<file path="config.mk">
export PLATFORM = sky130hd
export DESIGN_NAME = uart_rx_core
export DESIGN_NICKNAME = d
export VERILOG_FILES = /design/src/rtl/uart_rx_pkg.sv /design/src/rtl/uart_rx_sync.sv /design/src/rtl/uart_rx_fsm.sv /design/src/rtl/uart_rx_status.sv /design/src/rtl/uart_rx_core.sv
export SDC_FILE = /design/constraint.sdc
export NUM_CORES = 1
export LEC_CHECK = 0
export ABC_AREA = 1
export CAP_MARGIN = 20
export CORE_MARGIN = 10
export CORE_UTILIZATION = 48
export CTS_CLUSTER_DIAMETER = 30
export DETAILED_ROUTE_END_ITERATION = 7
export PLACE_DENSITY_LB_ADDON = 0.2
export SLEW_MARGIN = 15
export SYNTH_ARGS = -nofsm -noshare
export SYNTH_HDL_FRONTEND = slang
export SYNTH_HIERARCHICAL = 1
export SYNTH_SLANG_ARGS = --single-unit
</file>
<file path="constraint.sdc">
create_clock -name clk_i -period 1.9 [get_ports clk_i]
set_input_delay 0.38 -clock clk_i [delete_from_list [all_inputs] [get_ports clk_i]]
set_output_delay 0.38 -clock clk_i [all_outputs]
set_load 0.03 [all_outputs]
</file>
<file path="src/rtl/uart_rx_pkg.sv">
package uart_rx_pkg;
  typedef enum logic [2:0] {
    ST_IDLE  = 3'd0,
    ST_START = 3'd1,
    ST_DATA  = 3'd2,
    ST_PAR   = 3'd3,
    ST_STOP  = 3'd4
  } rx_state_e;
endpackage

</file>
<file path="src/rtl/uart_rx_sync.sv">
module uart_rx_sync #(
  parameter int unsigned STAGES = 2
) (
  input  logic clk_i,
  input  logic rst_ni,
  input  logic rxd_i,
  output logic line_o,
  output logic fall_o
);
  logic [STAGES-1:0] sync_q;
  logic              prev_q;

  always_ff @(posedge clk_i or negedge rst_ni) begin
    if (!rst_ni) begin
      sync_q <= '1;
      prev_q <= 1'b1;
    end else begin
      sync_q <= {sync_q[STAGES-2:0], rxd_i};
      prev_q <= sync_q[STAGES-1];
    end
  end

  assign line_o = sync_q[STAGES-1];
  assign fall_o = prev_q & ~sync_q[STAGES-1];

  AST_FALL_LINE_LOW: assert property (@(posedge clk_i) disable iff (!rst_ni)
    fall_o |-> !line_o);
endmodule

</file>
<file path="src/rtl/uart_rx_fsm.sv">
module uart_rx_fsm
  import uart_rx_pkg::*;
#(
  parameter int unsigned OSR = 16,
  parameter int unsigned DW  = 8
) (
  input  logic          clk_i,
  input  logic          rst_ni,
  input  logic          tick_i,
  input  logic          line_i,
  input  logic          fall_i,
  input  logic [1:0]    wlen_i,
  input  logic          par_en_i,
  input  logic          par_even_i,
  output logic          done_o,
  output logic [DW-1:0] data_o,
  output logic          perr_o,
  output logic          ferr_o,
  output logic          brk_o
);
  localparam int unsigned CW    = $clog2(OSR);
  localparam int unsigned BW    = $clog2(DW + 1);
  localparam int unsigned MIN_W = DW - 3;
  localparam logic [CW-1:0] HALF_LAST = CW'(OSR / 2 - 1);
  localparam logic [CW-1:0] FULL_LAST = CW'(OSR - 1);

  rx_state_e     state_q;
  logic [CW-1:0] cnt_q;
  logic [BW-1:0] bit_q;
  logic [DW-1:0] shr_q;
  logic          par_acc_q;
  logic          zero_q;
  logic [BW-1:0] nbits;
  logic          sample;

  assign nbits  = BW'(MIN_W) + BW'(wlen_i);
  assign sample = tick_i && (cnt_q == ((state_q == ST_START) ? HALF_LAST : FULL_LAST));

  always_ff @(posedge clk_i or negedge rst_ni) begin
    if (!rst_ni) begin
      state_q   <= ST_IDLE;
      cnt_q     <= '0;
      bit_q     <= '0;
      shr_q     <= '0;
      par_acc_q <= 1'b0;
      zero_q    <= 1'b0;
    end else if (state_q == ST_IDLE) begin
      if (fall_i) begin
        state_q   <= ST_START;
        cnt_q     <= '0;
        bit_q     <= '0;
        par_acc_q <= 1'b0;
        zero_q    <= 1'b1;
      end
    end else if (tick_i) begin
      if (sample) begin
        cnt_q <= '0;
        unique case (state_q)
          ST_START: state_q <= line_i ? ST_IDLE : ST_DATA;  // glitch reject
          ST_DATA: begin
            shr_q     <= {line_i, shr_q[DW-1:1]};
            par_acc_q <= par_acc_q ^ line_i;
            zero_q    <= zero_q & ~line_i;
            bit_q     <= bit_q + BW'(1);
            if (bit_q == nbits - BW'(1)) state_q <= par_en_i ? ST_PAR : ST_STOP;
          end
          ST_PAR: begin
            par_acc_q <= par_acc_q ^ line_i;
            zero_q    <= zero_q & ~line_i;
            state_q   <= ST_STOP;
          end
          default: state_q <= ST_IDLE;
        endcase
      end else begin
        cnt_q <= cnt_q + CW'(1);
      end
    end
  end

  // result registers, loaded on the stop-bit sample
  always_ff @(posedge clk_i or negedge rst_ni) begin
    if (!rst_ni) begin
      done_o <= 1'b0;
      data_o <= '0;
      perr_o <= 1'b0;
      ferr_o <= 1'b0;
      brk_o  <= 1'b0;
    end else begin
      done_o <= 1'b0;
      if (sample && state_q == ST_STOP) begin
        done_o <= 1'b1;
        data_o <= shr_q >> (BW'(DW) - nbits);
        perr_o <= par_en_i & (par_acc_q ^ ~par_even_i);
        ferr_o <= ~line_i;
        brk_o  <= zero_q & ~line_i;
      end
    end
  end

  AST_DONE_PULSE: assert property (@(posedge clk_i) disable iff (!rst_ni)
    done_o |=> !done_o);
  AST_DONE_AFTER_TICK: assert property (@(posedge clk_i) disable iff (!rst_ni)
    $rose(done_o) |-> $past(tick_i));
  AST_GLITCH_TO_IDLE: assert property (@(posedge clk_i) disable iff (!rst_ni)
    (state_q == ST_START && sample && line_i) |=> state_q == ST_IDLE && !done_o);
  AST_BRK_WITH_FERR: assert property (@(posedge clk_i) disable iff (!rst_ni)
    (done_o && brk_o) |-> ferr_o && data_o == '0);
endmodule

</file>
<file path="src/rtl/uart_rx_status.sv">
module uart_rx_status #(
  parameter int unsigned DW = 8
) (
  input  logic          clk_i,
  input  logic          rst_ni,
  input  logic          done_i,
  input  logic [DW-1:0] data_i,
  input  logic          perr_i,
  input  logic          ferr_i,
  input  logic          brk_i,
  input  logic          rd_data_i,
  input  logic          rd_status_i,
  output logic [DW-1:0] buf_o,
  output logic          dr_o,
  output logic          ovr_o,
  output logic          perr_o,
  output logic          ferr_o,
  output logic          brk_o
);
  always_ff @(posedge clk_i or negedge rst_ni) begin
    if (!rst_ni) begin
      buf_o  <= '0;
      dr_o   <= 1'b0;
      ovr_o  <= 1'b0;
      perr_o <= 1'b0;
      ferr_o <= 1'b0;
      brk_o  <= 1'b0;
    end else begin
      if (done_i) buf_o <= data_i;

      if (done_i)         dr_o <= 1'b1;
      else if (rd_data_i) dr_o <= 1'b0;

      // new error beats a same-cycle status read
      if (done_i && dr_o && !rd_data_i) ovr_o <= 1'b1;
      else if (rd_status_i)             ovr_o <= 1'b0;

      if (done_i && perr_i)  perr_o <= 1'b1;
      else if (rd_status_i)  perr_o <= 1'b0;

      if (done_i && ferr_i)  ferr_o <= 1'b1;
      else if (rd_status_i)  ferr_o <= 1'b0;

      if (done_i && brk_i)   brk_o <= 1'b1;
      else if (rd_status_i)  brk_o <= 1'b0;
    end
  end

  AST_DONE_SETS_DR: assert property (@(posedge clk_i) disable iff (!rst_ni)
    done_i |=> dr_o && buf_o == $past(data_i));
  AST_RD_CLEARS_DR: assert property (@(posedge clk_i) disable iff (!rst_ni)
    (rd_data_i && !done_i) |=> !dr_o);
  AST_OVR_ON_FULL: assert property (@(posedge clk_i) disable iff (!rst_ni)
    (done_i && dr_o && !rd_data_i) |=> ovr_o);
  AST_STATUS_CLEARS: assert property (@(posedge clk_i) disable iff (!rst_ni)
    (rd_status_i && !done_i) |=> !(ovr_o || perr_o || ferr_o || brk_o));
  AST_STATUS_KEEPS_DR: assert property (@(posedge clk_i) disable iff (!rst_ni)
    (rd_status_i && !rd_data_i && !done_i) |=> $stable(dr_o) && $stable(buf_o));
endmodule

</file>
<file path="src/rtl/uart_rx_core.sv">
module uart_rx_core #(
  parameter int unsigned OSR    = 16,
  parameter int unsigned DW     = 8,
  parameter int unsigned STAGES = 2
) (
  input  logic          clk_i,
  input  logic          rst_ni,
  input  logic          tick_i,
  input  logic          rxd_i,
  input  logic [1:0]    wlen_i,
  input  logic          par_en_i,
  input  logic          par_even_i,
  input  logic          rd_data_i,
  input  logic          rd_status_i,
  output logic [DW-1:0] rx_data_o,
  output logic          data_ready_o,
  output logic          overrun_o,
  output logic          parity_err_o,
  output logic          framing_err_o,
  output logic          break_o
);
  logic          line;
  logic          fall;
  logic          done;
  logic [DW-1:0] data;
  logic          perr;
  logic          ferr;
  logic          brk;

  uart_rx_sync #(.STAGES(STAGES)) u_sync (
    .clk_i  (clk_i),
    .rst_ni (rst_ni),
    .rxd_i  (rxd_i),
    .line_o (line),
    .fall_o (fall)
  );

  uart_rx_fsm #(.OSR(OSR), .DW(DW)) u_fsm (
    .clk_i      (clk_i),
    .rst_ni     (rst_ni),
    .tick_i     (tick_i),
    .line_i     (line),
    .fall_i     (fall),
    .wlen_i     (wlen_i),
    .par_en_i   (par_en_i),
    .par_even_i (par_even_i),
    .done_o     (done),
    .data_o     (data),
    .perr_o     (perr),
    .ferr_o     (ferr),
    .brk_o      (brk)
  );

  uart_rx_status #(.DW(DW)) u_status (
    .clk_i       (clk_i),
    .rst_ni      (rst_ni),
    .done_i      (done),
    .data_i      (data),
    .perr_i      (perr),
    .ferr_i      (ferr),
    .brk_i       (brk),
    .rd_data_i   (rd_data_i),
    .rd_status_i (rd_status_i),
    .buf_o       (rx_data_o),
    .dr_o        (data_ready_o),
    .ovr_o       (overrun_o),
    .perr_o      (parity_err_o),
    .ferr_o      (framing_err_o),
    .brk_o       (break_o)
  );

  AST_BRK_IMPLIES_FERR: assert property (@(posedge clk_i) disable iff (!rst_ni)
    break_o |-> framing_err_o);
endmodule

</file>
### Yosys cells after proc, flatten, opt, wreduce, memory -nomap -nowiden

Index checks and enable logic that the tools add are counted.
W data, S select, Z words.

* mux-type cells: 35
* bitwise logic cells: 8
* eq/ne operators: 8
* shift operators: 1
* reduce and logical (&&, ||, !) cells: 24
* add/sub/neg operators: 5

Operator list (count)
* $mux W4: 9
* $mux W1: 18
* $mux W3: 6
* $reduce_bool A2 Y1: 9
* $reduce_and A4 Y1: 4
* $pmux W3 S3: 1
* $add A4 B1 Y4 const B: 2
* $eq A4 B4 Y1: 2
* $shr A8 B4 Y8: 1
* $logic_and A1 B1 Y1: 7
* $eq A3 B2 Y1 const B: 2
* $add A3 B2 Y4 const A: 1
* $sub A4 B1 Y4 const B: 1
* $sub A4 B4 Y4 const A: 1
* $and A1 B1 Y1: 3
* $eq A3 B1 Y1 const B: 1
* $eq A3 B3 Y1 const B: 1
* $logic_not A3 Y1: 1
* $ne A3 B1 Y1 const B: 1
* $not A1 Y1: 3
* $mux W2: 1
* $ne A2 B2 Y1 const B: 1
* $reduce_and A2 Y1: 1
* $reduce_or A2 Y1: 1
* 2 further kinds: 3

* register bits: 49
* output and inout port bits: 13
* logic and storage cells: 100

### Depth between registers and ports, before layout

Gate-level depths: netlist of run 1.

* depth in word-level cells: 8
* depth in mapped cells: 11

### Hierarchy

Netlist of run 1, hierarchy kept.

By module, submodules not included
* uart_rx_fsm: cells each 226, instances 1, area each 1796.7 um^2
* uart_rx_status: cells each 55, instances 1, area each 491.7 um^2
* uart_rx_sync: cells each 5, instances 1, area each 88.8 um^2

### Worst setup path after synthesis of run 1

Ideal clock, no wire load.

* path kind: input to register
* from: input wlen_i[0]
* to: register u_fsm.state_q[1]
* cell stages on the path: 11
* data arrival time: 1.395 ns
* slack: 0.388 ns
* required time: 1.783 ns
* setup time: 0.117 ns
* cells stage by stage: ha_1 > inv_1 > nand2_1 > nand2_1 > nor2_1 > nor2_1 > nand3_1 > nand2_1 > nand2_1 > nand2_1 > nand2_1

* cells in the longest elaborated chain, start to end: 5

RTL lines
* from (decl): RTL line uart_rx_core.sv:10 `input logic [1:0] wlen_i,`
* $add A3 B2 Y4: RTL line uart_rx_fsm.sv:36 `assign nbits = BW'(MIN_W) + BW'(wlen_i);`
* $sub A4 B1 Y4: RTL line uart_rx_fsm.sv:65 `if (bit_q == nbits - BW'(1)) state_q <= par_en_i ? ST_PAR : ST_STOP;`
* $eq A4 B4 Y1: RTL line uart_rx_fsm.sv:65
* $ne A3 B1 Y1 (no line)
* $reduce_and A4 Y1 (no line)
* to (signal assigned): RTL line uart_rx_fsm.sv:59 `ST_START: state_q <= line_i ? ST_IDLE : ST_DATA;`
* to (signal assigned): RTL line uart_rx_fsm.sv:65
* to (decl): RTL line uart_rx_fsm.sv:27 `rx_state_e state_q;`

No other way between the ends.
A chain may end at the register's enable or synchronous reset.

### Worst setup path after layout of run 1

* from: register u_status.dr_o
* to: output data_ready_o

RTL lines
* from (decl): RTL line uart_rx_status.sv:14 `output logic dr_o,`
* from (signal assigned): RTL line uart_rx_status.sv:23 `dr_o <= 1'b0;`
* from (signal assigned): RTL line uart_rx_status.sv:31 `if (done_i) dr_o <= 1'b1;`
* from (signal assigned): RTL line uart_rx_status.sv:32 `else if (rd_data_i) dr_o <= 1'b0;`
* to (decl): RTL line uart_rx_core.sv:16 `output logic data_ready_o,`

No word-level cell between the ends.

==> results of run 1 <==
[synthesized netlist by cell type (all sizes together)]
master,count
nand2,122
mux2i,1
and3,1
o21ai,29
ha,4
nand3,16
buf,4
nor3,2
a21oi,6
dfstp,3
inv,31
dfrtp,46
nand4,4
xor2,2
xnor2,2
nor2,9
o22ai,3
and2,1
[power groups by stage]
stage          Combinational, µW  Clock, µW  Sequential, µW
4_1_cts                      409        879            1210
3_5_place_dp                 409          0            1220
6_report                     407        858            1210
3_3_place_gp                 390          0            1220
2_1_floorplan                286          0            1210
5_1_grt                      470        916            1220
[state kept, by name (all words and copies together), names as in the netlist]
register         flops
u_sync/sync_q        2
u_status/brk_o       1
u_fsm/bit_q          4
u_fsm/done_o         1
u_fsm/data_o         8
u_fsm/zero_q         1
u_status/ferr_o      1
u_fsm/par_acc_q      1
u_fsm/shr_q          8
u_status/buf_o       8
u_fsm/cnt_q          4
u_fsm/perr_o         1
u_status/dr_o        1
u_sync/prev_q        1
u_fsm/state_q        3
u_fsm/brk_o          1
u_fsm/ferr_o         1
u_status/perr_o      1
u_status/ovr_o       1
[worst max-delay path by stage]
stage                                    to  slack, ns  cells past startpoint
2_1_floorplan  u_fsm/state_q[1]$_DFFE_PN0P_       0.39                     11
3_3_place_gp   u_fsm/state_q[2]$_DFFE_PN0P_      -0.11                     12
3_5_place_dp   u_fsm/state_q[1]$_DFFE_PN0P_      -0.16                     12
4_1_cts        u_fsm/state_q[1]$_DFFE_PN0P_       0.15                     12
5_1_grt        u_fsm/state_q[1]$_DFFE_PN0P_       0.02                     12
6_report                       data_ready_o       0.17                      1
[stage by stage]
| stage | cells | cell area (µm²) | util |
|---|---|---|---|
| floorplan | 286 | 2377 | - |
| global placement | 385 | 2755 | 0.5795 |
| detailed placement | 385 | 2755 | 0.5795 |
| CTS | 393 | 2889 | 0.6076 |
| global route | 393 | 2898 | 0.6095 |
| finish | 393 | 2898 | 0.6095 |
[what timing repair did]
| action | in CTS | in global routing |
|---|---|---|
| gates resized for setup | 0 | 3 |
| buffers inserted | 0 | 0 |
| setup endpoints to repair | 0 | 2 |
[area by class of cell]
cell class	count	area, µm²
timing repair buffer	36	336.6
inverter	31	116.4
tap	67	83.83
sequential	49	1230
multi-input combinational	202	997.2
clock buffer	5	68.82
fill	462	1857
clock inverter	3	65.06
[per-layer routing]
metal	up-vias	wire, µm
met2	40	2008
met4	0	55
li1	982	-
met1	864	2127
met3	6	269
met5	-	0
[logic make-up (layout without fill, tap and decap cells)]
logic type | after synthesis | after routing | share of synthesized area
and+or+nand+nor | 155 | 155 | 0.2847
DFF | 49 | 49 | 0.5174
AOI/OAI and AO/OA | 38 | 38 | 0.09263
buffers and inverters | 35 | 75 | 0.06526
adders and majority gates | 4 | 4 | 0.02105
xor gates and xnor gates | 4 | 4 | 0.01474
muxes | 1 | 1 | 0.004211
==> metrics, run 1 <==
Slew HR=0.7440; worst-skew pair later-pin latency=0.30 ns; IO Count=23; RD Place Congestion=0.8904; CP Buf/Inv Count=1; clock-pin slew of the registers on the worst-case setup and hold paths=0.09 ns; CP Class=flop to primary output; CTS hold repair buffers=0; GRT overflow=0; die height=90.38 µm; Max Cap Viol=0; sequential area share after synthesis=0.5174; vias in the first global route=1802; Buffers on Ports=22; CP max-delay cell=clkdlybuf4s50_1; Arr. time, crit path=1.35 ns; row count=25; CP Capture Type=primary output; Power Density=853.3 nW/µm²; synth top area cells=dfrtp_1 48%, nand2_1 19%, o21ai_0 4.2%; Hold Vio Cnt, Final=0; First-pass DRT Iterations=4; fin crit period=1.725 ns; hpwl dp=3404 µm; fin crit share=0.9080; f_max=579.6 MHz; Tot GR Track Use=0.1122; clock share of power=0.347; Critical Path Start Type=flop; worst-path fanout max=3; RSZ-0062 raised after global routing=no; Sw Share=0.2693; # DRC=0; gr busiest metal=met2; CTS buffer count=5; pin count of the biggest net entering global routing=50; met1 usage=0.1374; Post-Syn Area=2377 µm²; vias=1892; setup ws final=0.1747 ns; Post-Place Setup Slack=-0.1642 ns; NetSw=665.8 µW; Worst R2R Start=u_fsm/state_q[2]$_DFFE_PN0P_; Max clock buf depth=2; Max H-tree Level=2; clk sink count=49; clk_skew=0.007625 ns; CORE AREA=4755 µm²; Combinational Power Share=0.165; HP Class=input pin to async pin; Pleak=0.001496 µW; FF+latch count, synth=49; total wire length=4460 µm; die width=90.38 µm; Min Hold Slack=0.04820 ns; dominant cell type by area after synthesis=dfrtp_1; area of the die=8168 µm²; antenna violations before repair=0; most common cell after layout, fill and taps aside=nand2_1; internal cell power=1807 µW; Worst-Margin Slew=0.3840 ns; routed vias/inst=4.814; most frequent cells in the layout=117 x nand2_1, 46 x dfrtp_1, 26 x inv_1, 21 x clkdlybuf4s50_1, 20 x o21ai_0; Max rail drop VDD=0.5392 mV; CTS Root Cell=clkbuf_8; starting density of the core=0.5000; TritonCTS clock tree=done; met2 usage=0.1828; area delta synth->final=21.89%; slowest stage delay, CP=0.68 ns; # setup viols final=0; Reg2Reg Depth=8; diode count=0; setup slack, reg-to-reg=0.31 ns; DR WL/cell=11.35 µm; post-route ant nets=0; sequential power share=0.488; CP Cell Sequence=clkdlybuf4s50_1; YS warnings=6; Mapped Cells=286; Slew Viols, Final=0; Final Net Count=339; Setup crit start=u_status/dr_o$_DFFE_PN0P_; top cell type's share of synthesized area=0.4842; Synth Area per Inst=8.312 µm²; required time of the worst setup path=1.52 ns; layout cell share with drive strength beyond 1=0.1411; Overall Power=2473 µW; Setup TNS Final=0 ns; initial DRC count=92; first-pass GRT wire length=7928 µm; GR Util met3=0.04073; Post-Syn Nets=300; RR Endpoint=u_fsm/data_o[1]$_DFFE_PN0P_; status=completed; Largest delay share family, worst path=buffers and inverters; Synth cell types=29
(Power assumes the default switching activity.)
==> inputs of run 2 (changes only) <==
--- a/config.mk
+++ b/config.mk
@@ -9,8 +9,8 @@
 export CAP_MARGIN = 20
 export CORE_MARGIN = 10
 export CORE_UTILIZATION = 48
-export CTS_CLUSTER_DIAMETER = 30
 export DETAILED_ROUTE_END_ITERATION = 7
+export DONT_BUFFER_PORTS = 1
 export PLACE_DENSITY_LB_ADDON = 0.2
 export SLEW_MARGIN = 15
 export SYNTH_ARGS = -nofsm -noshare
==> run 2 against run 1 <==
Net effect: core utilization decreased by 7.4 points; flip-flop and latch count unchanged; count of clock-buffer cells in the layout increased by 1; routed wire length decreased by 2.4%; highest routed layer unchanged; register-to-register slack got worse by 0.05 ns; critical path type is now flop to flop; global-route usage about the same; clock power decreased by 29%.
==> metrics, run 2 (same netlist as run 1, synthesis figures left out) <==
GRT overflow=0 (unchanged); # DRC=0 (unchanged); CORE AREA=4755 µm² (unchanged); Overall Power=2178 µW (was 2473 µW); initial DRC count=100 (was 92); hpwl dp=3155 µm (was 3404 µm); TritonCTS clock tree=done (unchanged); diode count=0 (unchanged); Reg2Reg Depth=7 (was 8); CP Capture Type=flop (was primary output); Sw Share=0.3056 (was 0.2693); die width=90.38 µm (unchanged); first-pass GRT wire length=7652 µm (was 7928 µm); Buffers on Ports=0 (was 22); die height=90.38 µm (unchanged); Max Cap Viol=0 (unchanged); layout cell share with drive strength beyond 1=0.09932 (was 0.1411); HP Class=input pin to flop (was input pin to async pin); Power Density=854.9 nW/µm² (was 853.3 nW/µm²); worst-skew pair later-pin latency=0.30 ns (about the same); Tot GR Track Use=0.1120 (was 0.1122); biggest regs=u_fsm/data_o (8), u_fsm/shr_q (8), u_status/buf_o (8) (unchanged); Hold Vio Cnt, Final=0 (unchanged); row count=25 (unchanged); most common cell after layout, fill and taps aside=nand2_1 (unchanged); Max H-tree Level=2 (unchanged); First-pass DRT Iterations=4 (unchanged); sequential power share=0.554 (was 0.488); required time of the worst setup path=2.12 ns (was 1.52 ns); DR WL/cell=12.13 µm (was 11.35 µm); clock share of power=0.279 (was 0.347); starting density of the core=0.5000 (unchanged); Post-CTS Repair Setup Buffers=0 (unchanged); status=completed (unchanged); # setup viols final=0 (unchanged); setup ws final=0.2641 ns (was 0.1747 ns); RSZ-0062 raised after global routing=no (unchanged); Critical Path Start Type=flop (unchanged); total wire length=4355 µm (was 4460 µm); Final Net Count=305 (was 339); NetSw=665.6 µW (was 665.8 µW); worst-path fanout max=19 (was 3); Arr. time, crit path=1.86 ns (was 1.35 ns); routed vias/inst=4.861 (was 4.814); antenna violations before repair=0 (unchanged); clk sink count=49 (unchanged); CP Class=flop to flop (was flop to primary output); most frequent cells in the layout=119 x nand2_1, 46 x dfrtp_1, 26 x inv_1, 20 x o21ai_0, 15 x nand3_1 (was 117 x nand2_1, 46 x dfrtp_1, 26 x inv_1, 21 x clkdlybuf4s50_1, 20 x o21ai_0); vias in the first global route=1658 (was 1802); Post-Place Setup Slack=0.2650 ns (was -0.1642 ns); fin crit share=0.8610 (was 0.9080); clock-pin slew of the registers on the worst-case setup and hold paths=0.09 ns (about the same); clk_skew=0.005662 ns (was 0.007625 ns); vias=1745 (was 1892); internal cell power=1512 µW (was 1807 µW); Slew Viols, Final=0 (unchanged); Min Hold Slack=0.06539 ns (was 0.04820 ns); Max rail drop VDD=0.3773 mV (was 0.5392 mV); RD Place Congestion=0.8705 (was 0.8904); Pleak=0.001333 µW (was 0.001496 µW); f_max=611.3 MHz (was 579.6 MHz); Slew HR=0.7407 (was 0.7440); IO Count=23 (unchanged); area delta synth->final=7.158% (was 21.89%); Setup TNS Final=0 ns (unchanged); fin crit period=1.636 ns (was 1.725 ns); Max clock buf depth=2 (unchanged); pin count of the biggest net entering global routing=50 (unchanged); CTS Root Cell=clkbuf_8 (unchanged); area of the die=8168 µm² (unchanged); final core utilization=0.5358 (was 0.6095); Combinational Power Share=0.167 (was 0.165); CTS buffer count=5 (unchanged); Worst-Margin Slew=0.3889 ns (was 0.3840 ns); cell count of the worst hold path=0; post-route ant nets=0 (unchanged)
==> run 2: worst paths after layout <==
check,from,to,slack (ns)
worst max-delay path,u_fsm/state_q[2]$_DFFE_PN0P_,u_fsm/bit_q[1]$_DFFE_PN0P_,0.26
worst min-delay path,rxd_i,u_sync/sync_q[0]$_DFF_PN1_,0.07
worst max register to register,u_fsm/state_q[2]$_DFFE_PN0P_,u_fsm/bit_q[1]$_DFFE_PN0P_,0.26
worst min register to register,u_sync/sync_q[0]$_DFF_PN1_,u_sync/sync_q[1]$_DFF_PN1_,0.36
max in group asynchronous,rst_ni,u_sync/prev_q$_DFF_PN1_,1.04
min in group asynchronous,rst_ni,u_status/buf_o[6]$_DFFE_PN0P_,0.58
==> run 2: final cells by class <==
type	instances	area (µm²)
Fill cell	475	2207
Inverter	31	116.4
Sequential cell	49	1230
Timing Repair Buffer	2	37.54
Clock buffer	6	72.57
Multi-Input combinational cell	202	992.2
Clock inverter	2	15.01
Tap cell	67	83.83
==> run 2: power groups by stage <==
stage               logic [µW]  clock network (µW)  registers (µW)
floorplan                  286                   0            1210
global placement           323                   0            1220
detailed placement         334                   0            1220
CTS                        365                 637            1200
global route               421                 684            1220
finish                     363                 608            1210
==> run 2: what timing repair did <==
item                                   in CTS  in global routing
endpoints found under the hold margin      49                  0
hold buffers                                2                  0
gates resized for setup                     0                  0
==> run 2: layer usage <==
layer,part of all wire,global-route usage
met1,0.48,0.1343
met2,0.44,0.1762
met3,0.073,0.04406
met4,0.015,0.04377
met5,0,0
==> run 2: metrics by stage <==
| stage | instance area, µm² | cells |
|---|---|---|
| 2_1_floorplan | 2377 | 286 |
| 3_3_place_gp | 2422 | 349 |
| 3_5_place_dp | 2422 | 349 |
| 4_1_cts | 2547 | 359 |
| 5_1_grt | 2547 | 359 |
| 6_report | 2547 | 359 |
==> run 2: worst max-delay path, stage by stage, from the launching register on <==
cell and delay, ns:
dfrtp_1 0.46, inv_2 0.13, nand2_1 0.10, nor2_1 0.28
nand3_4 0.25, inv_1 0.20, nand2_1 0.06, o21ai_0 0.08
==> inputs of run 3 (changes only) <==
--- a/config.mk
+++ b/config.mk
@@ -11,6 +11,7 @@
 export CORE_UTILIZATION = 48
 export DETAILED_ROUTE_END_ITERATION = 7
 export DONT_BUFFER_PORTS = 1
+export GPL_TIMING_DRIVEN = 0
 export PLACE_DENSITY_LB_ADDON = 0.2
 export SLEW_MARGIN = 15
 export SYNTH_ARGS = -nofsm -noshare
==> run 3 against run 2 <==
Net effect: clock skew barely moved; routed wire length fell by 0.30%; count of clock-buffer cells in the layout fell by 1; total power rose by 11%; critical path depth did not move; largest cell class unchanged; design area rose by 3.3%; critical path type unchanged; flip-flop and latch count did not move; core utilization rose by 1.8 points; combinational power barely moved; maximum frequency rose by 0.23%; cell count rose by 1.1%; setup slack improved by 0.0037 ns.
==> metrics, run 3 (same netlist as run 1, synthesis figures left out) <==
clock-pin slew of the registers on the worst-case setup and hold paths=0.08 ns (was 0.09 ns); CP Class=flop to flop (unchanged); Hold Vio Cnt, Final=0 (unchanged); Max Cap Viol=0 (unchanged); PostCTS Resize Cnt=0 (unchanged); First-pass DRT Iterations=4 (unchanged); fin crit share=0.8590 (was 0.8610); met1 usage=0.1369 (was 0.1343); Setup TNS Final=0 ns (unchanged); Min Hold Slack=0.07252 ns (was 0.06539 ns); Slew Viols, Final=0 (unchanged); CP Capture Type=flop (unchanged); Arr. time, crit path=1.83 ns (was 1.86 ns); CTS buffer count=5 (unchanged); Power Density=921.7 nW/µm² (was 854.9 nW/µm²); # DRC=0 (unchanged); status=completed (unchanged); most frequent cells in the layout=119 x nand2_1, 46 x dfrtp_1, 26 x inv_1, 20 x o21ai_0, 15 x nand3_1 (unchanged); CTS Root Cell=clkbuf_8 (unchanged); hpwl dp=3216 µm (was 3155 µm); diode count=0 (unchanged); # setup viols final=0 (unchanged); biggest regs=u_fsm/data_o (8), u_fsm/shr_q (8), u_status/buf_o (8) (unchanged); fillers=458 (was 475); area of the die=8168 µm² (unchanged); clk sink count=49 (unchanged); RSZ-0062 raised after global routing=no (unchanged); clk_skew=0.005374 ns (was 0.005662 ns); Buffers on Ports=0 (unchanged); Critical Path Start Type=flop (unchanged); area occupied by multi-input gates=992.2 µm² (unchanged); routed vias/inst=4.920 (was 4.861); Max clock buf depth=2 (unchanged); IO Count=23 (unchanged); CORE AREA=4755 µm² (unchanged); fin crit period=1.632 ns (was 1.636 ns); vias in the first global route=1815 (was 1658); die width=90.38 µm (unchanged); first-pass GRT wire length=8128 µm (was 7652 µm); required time of the worst setup path=2.10 ns (was 2.12 ns); final core utilization=0.5537 (was 0.5358); initial DRC count=72 (was 100); most common cell after layout, fill and taps aside=nand2_1 (unchanged); die height=90.38 µm (unchanged); RD Place Congestion=0.7763 (was 0.8705); Tot GR Track Use=0.1153 (was 0.1120); worst-skew pair later-pin latency=0.30 ns (about the same); Final Net Count=309 (was 305); starting density of the core=0.5000 (unchanged); gr busiest metal=met2 (unchanged); row count=25 (unchanged); met2 usage=0.1931 (was 0.1762); GR Util met3=0.03990 (was 0.04406); antenna violations before repair=0 (unchanged); post-route ant nets=0 (unchanged); worst-path fanout max=6 (was 19); TritonCTS clock tree=done (unchanged); FF/Latch Area=1230 µm² (unchanged); layout cell share with drive strength beyond 1=0.1149 (was 0.09932); area delta synth->final=10.74% (was 7.158%); DR WL/cell=11.96 µm (was 12.13 µm); HP Class=input pin to flop (unchanged); Worst-Margin Slew=0.3302 ns (was 0.3889 ns); f_max=612.7 MHz (was 611.3 MHz); Slew HR=0.7799 (was 0.7407); pin count of the biggest net entering global routing=50 (unchanged); GRT overflow=0 (unchanged); Max H-tree Level=2 (unchanged); Pleak=0.001386 µW (was 0.001333 µW); total wire length=4342 µm (was 4355 µm); vias=1786 (was 1745); Max rail drop VDD=0.5501 mV (was 0.3773 mV)
## run 3: changes by cell type in the layout (fill, tap and decap cells not counted), sizes merged
cell / delta
clkbuf: -1
bufinv: +2
clkinvlp: -2
buf: +4
clkinv: +1
## run 3: worst paths after layout
kind | from | to | slack [ns] | cells after the start
max in group asynchronous | rst_ni | u_sync/sync_q[1]$_DFF_PN1_ | 1.05 | 2
min in group asynchronous | rst_ni | u_status/buf_o[0]$_DFFE_PN0P_ | 0.58 | 2
worst min register to register | u_sync/sync_q[0]$_DFF_PN1_ | u_sync/sync_q[1]$_DFF_PN1_ | 0.36 | 0
worst min-delay path | rxd_i | u_sync/sync_q[0]$_DFF_PN1_ | 0.07 | 0
worst max register to register | u_fsm/cnt_q[0]$_DFFE_PN0P_ | u_fsm/zero_q$_DFFE_PN0P_ | 0.27 | 7
worst max-delay path | u_fsm/cnt_q[0]$_DFFE_PN0P_ | u_fsm/zero_q$_DFFE_PN0P_ | 0.27 | 7
## run 3: through the flow
| stage | setup slack, ns | std cells | power (µW) | instance area, µm² |
|---|---|---|---|---|
| final | 0.2678 | 363 | 2426 | 2633 |
| after global routing | 0.09872 | 363 | 2582 | 2633 |
| after CTS | 0.2638 | 363 | 2461 | 2633 |
| after detailed placement | 0.1936 | 353 | 1564 | 2461 |
| after global placement | 0.2019 | 353 | 1545 | 2461 |
| after floorplan | 0.3883 | 286 | 1493 | 2377 |
## run 3: what timing repair did
| action | 4_1_cts | 5_1_grt |
|---|---|---|
| hold endpoints to repair | 49 | 0 |
| hold buffers | 2 | 0 |
| buffers inserted | 0 | 0 |
## run 3: worst max-delay path: stages (launching register included)
cell and delay (ns):
dfrtp_1 0.36, ha_1 0.18, and3_1 0.31, nand3_1 0.22
a21oi_4 0.24, nand2_1 0.11, nand2_1 0.07, nand2_1 0.04
## run 3: area by class of cell
class | instances | area share
buffer | 4 | 0.01473
clock buffer | 5 | 0.02614
clock inverter | 3 | 0.02471
inverter | 31 | 0.04420
multi-input combinational | 202 | 0.3769
sequential | 49 | 0.4672
tap | 67 | 0.03184
timing repair buffer | 2 | 0.01426
## run 3: routing by layer
metal,vias up,wire [µm]
met1,819,1967
met3,6,278
li1,923,-
met5,-,0
met4,0,41
met2,38,2054
## run 3: report_power, final
group	switching (µW)	total [µW]	internal (µW)	leakage [µW]
Sequential	84.4	1200	1120	0.000650
Combinational	229	365	136	0.000668
Clock	336	859	523	0.0000681
Total	650	2430	1780	0.00139
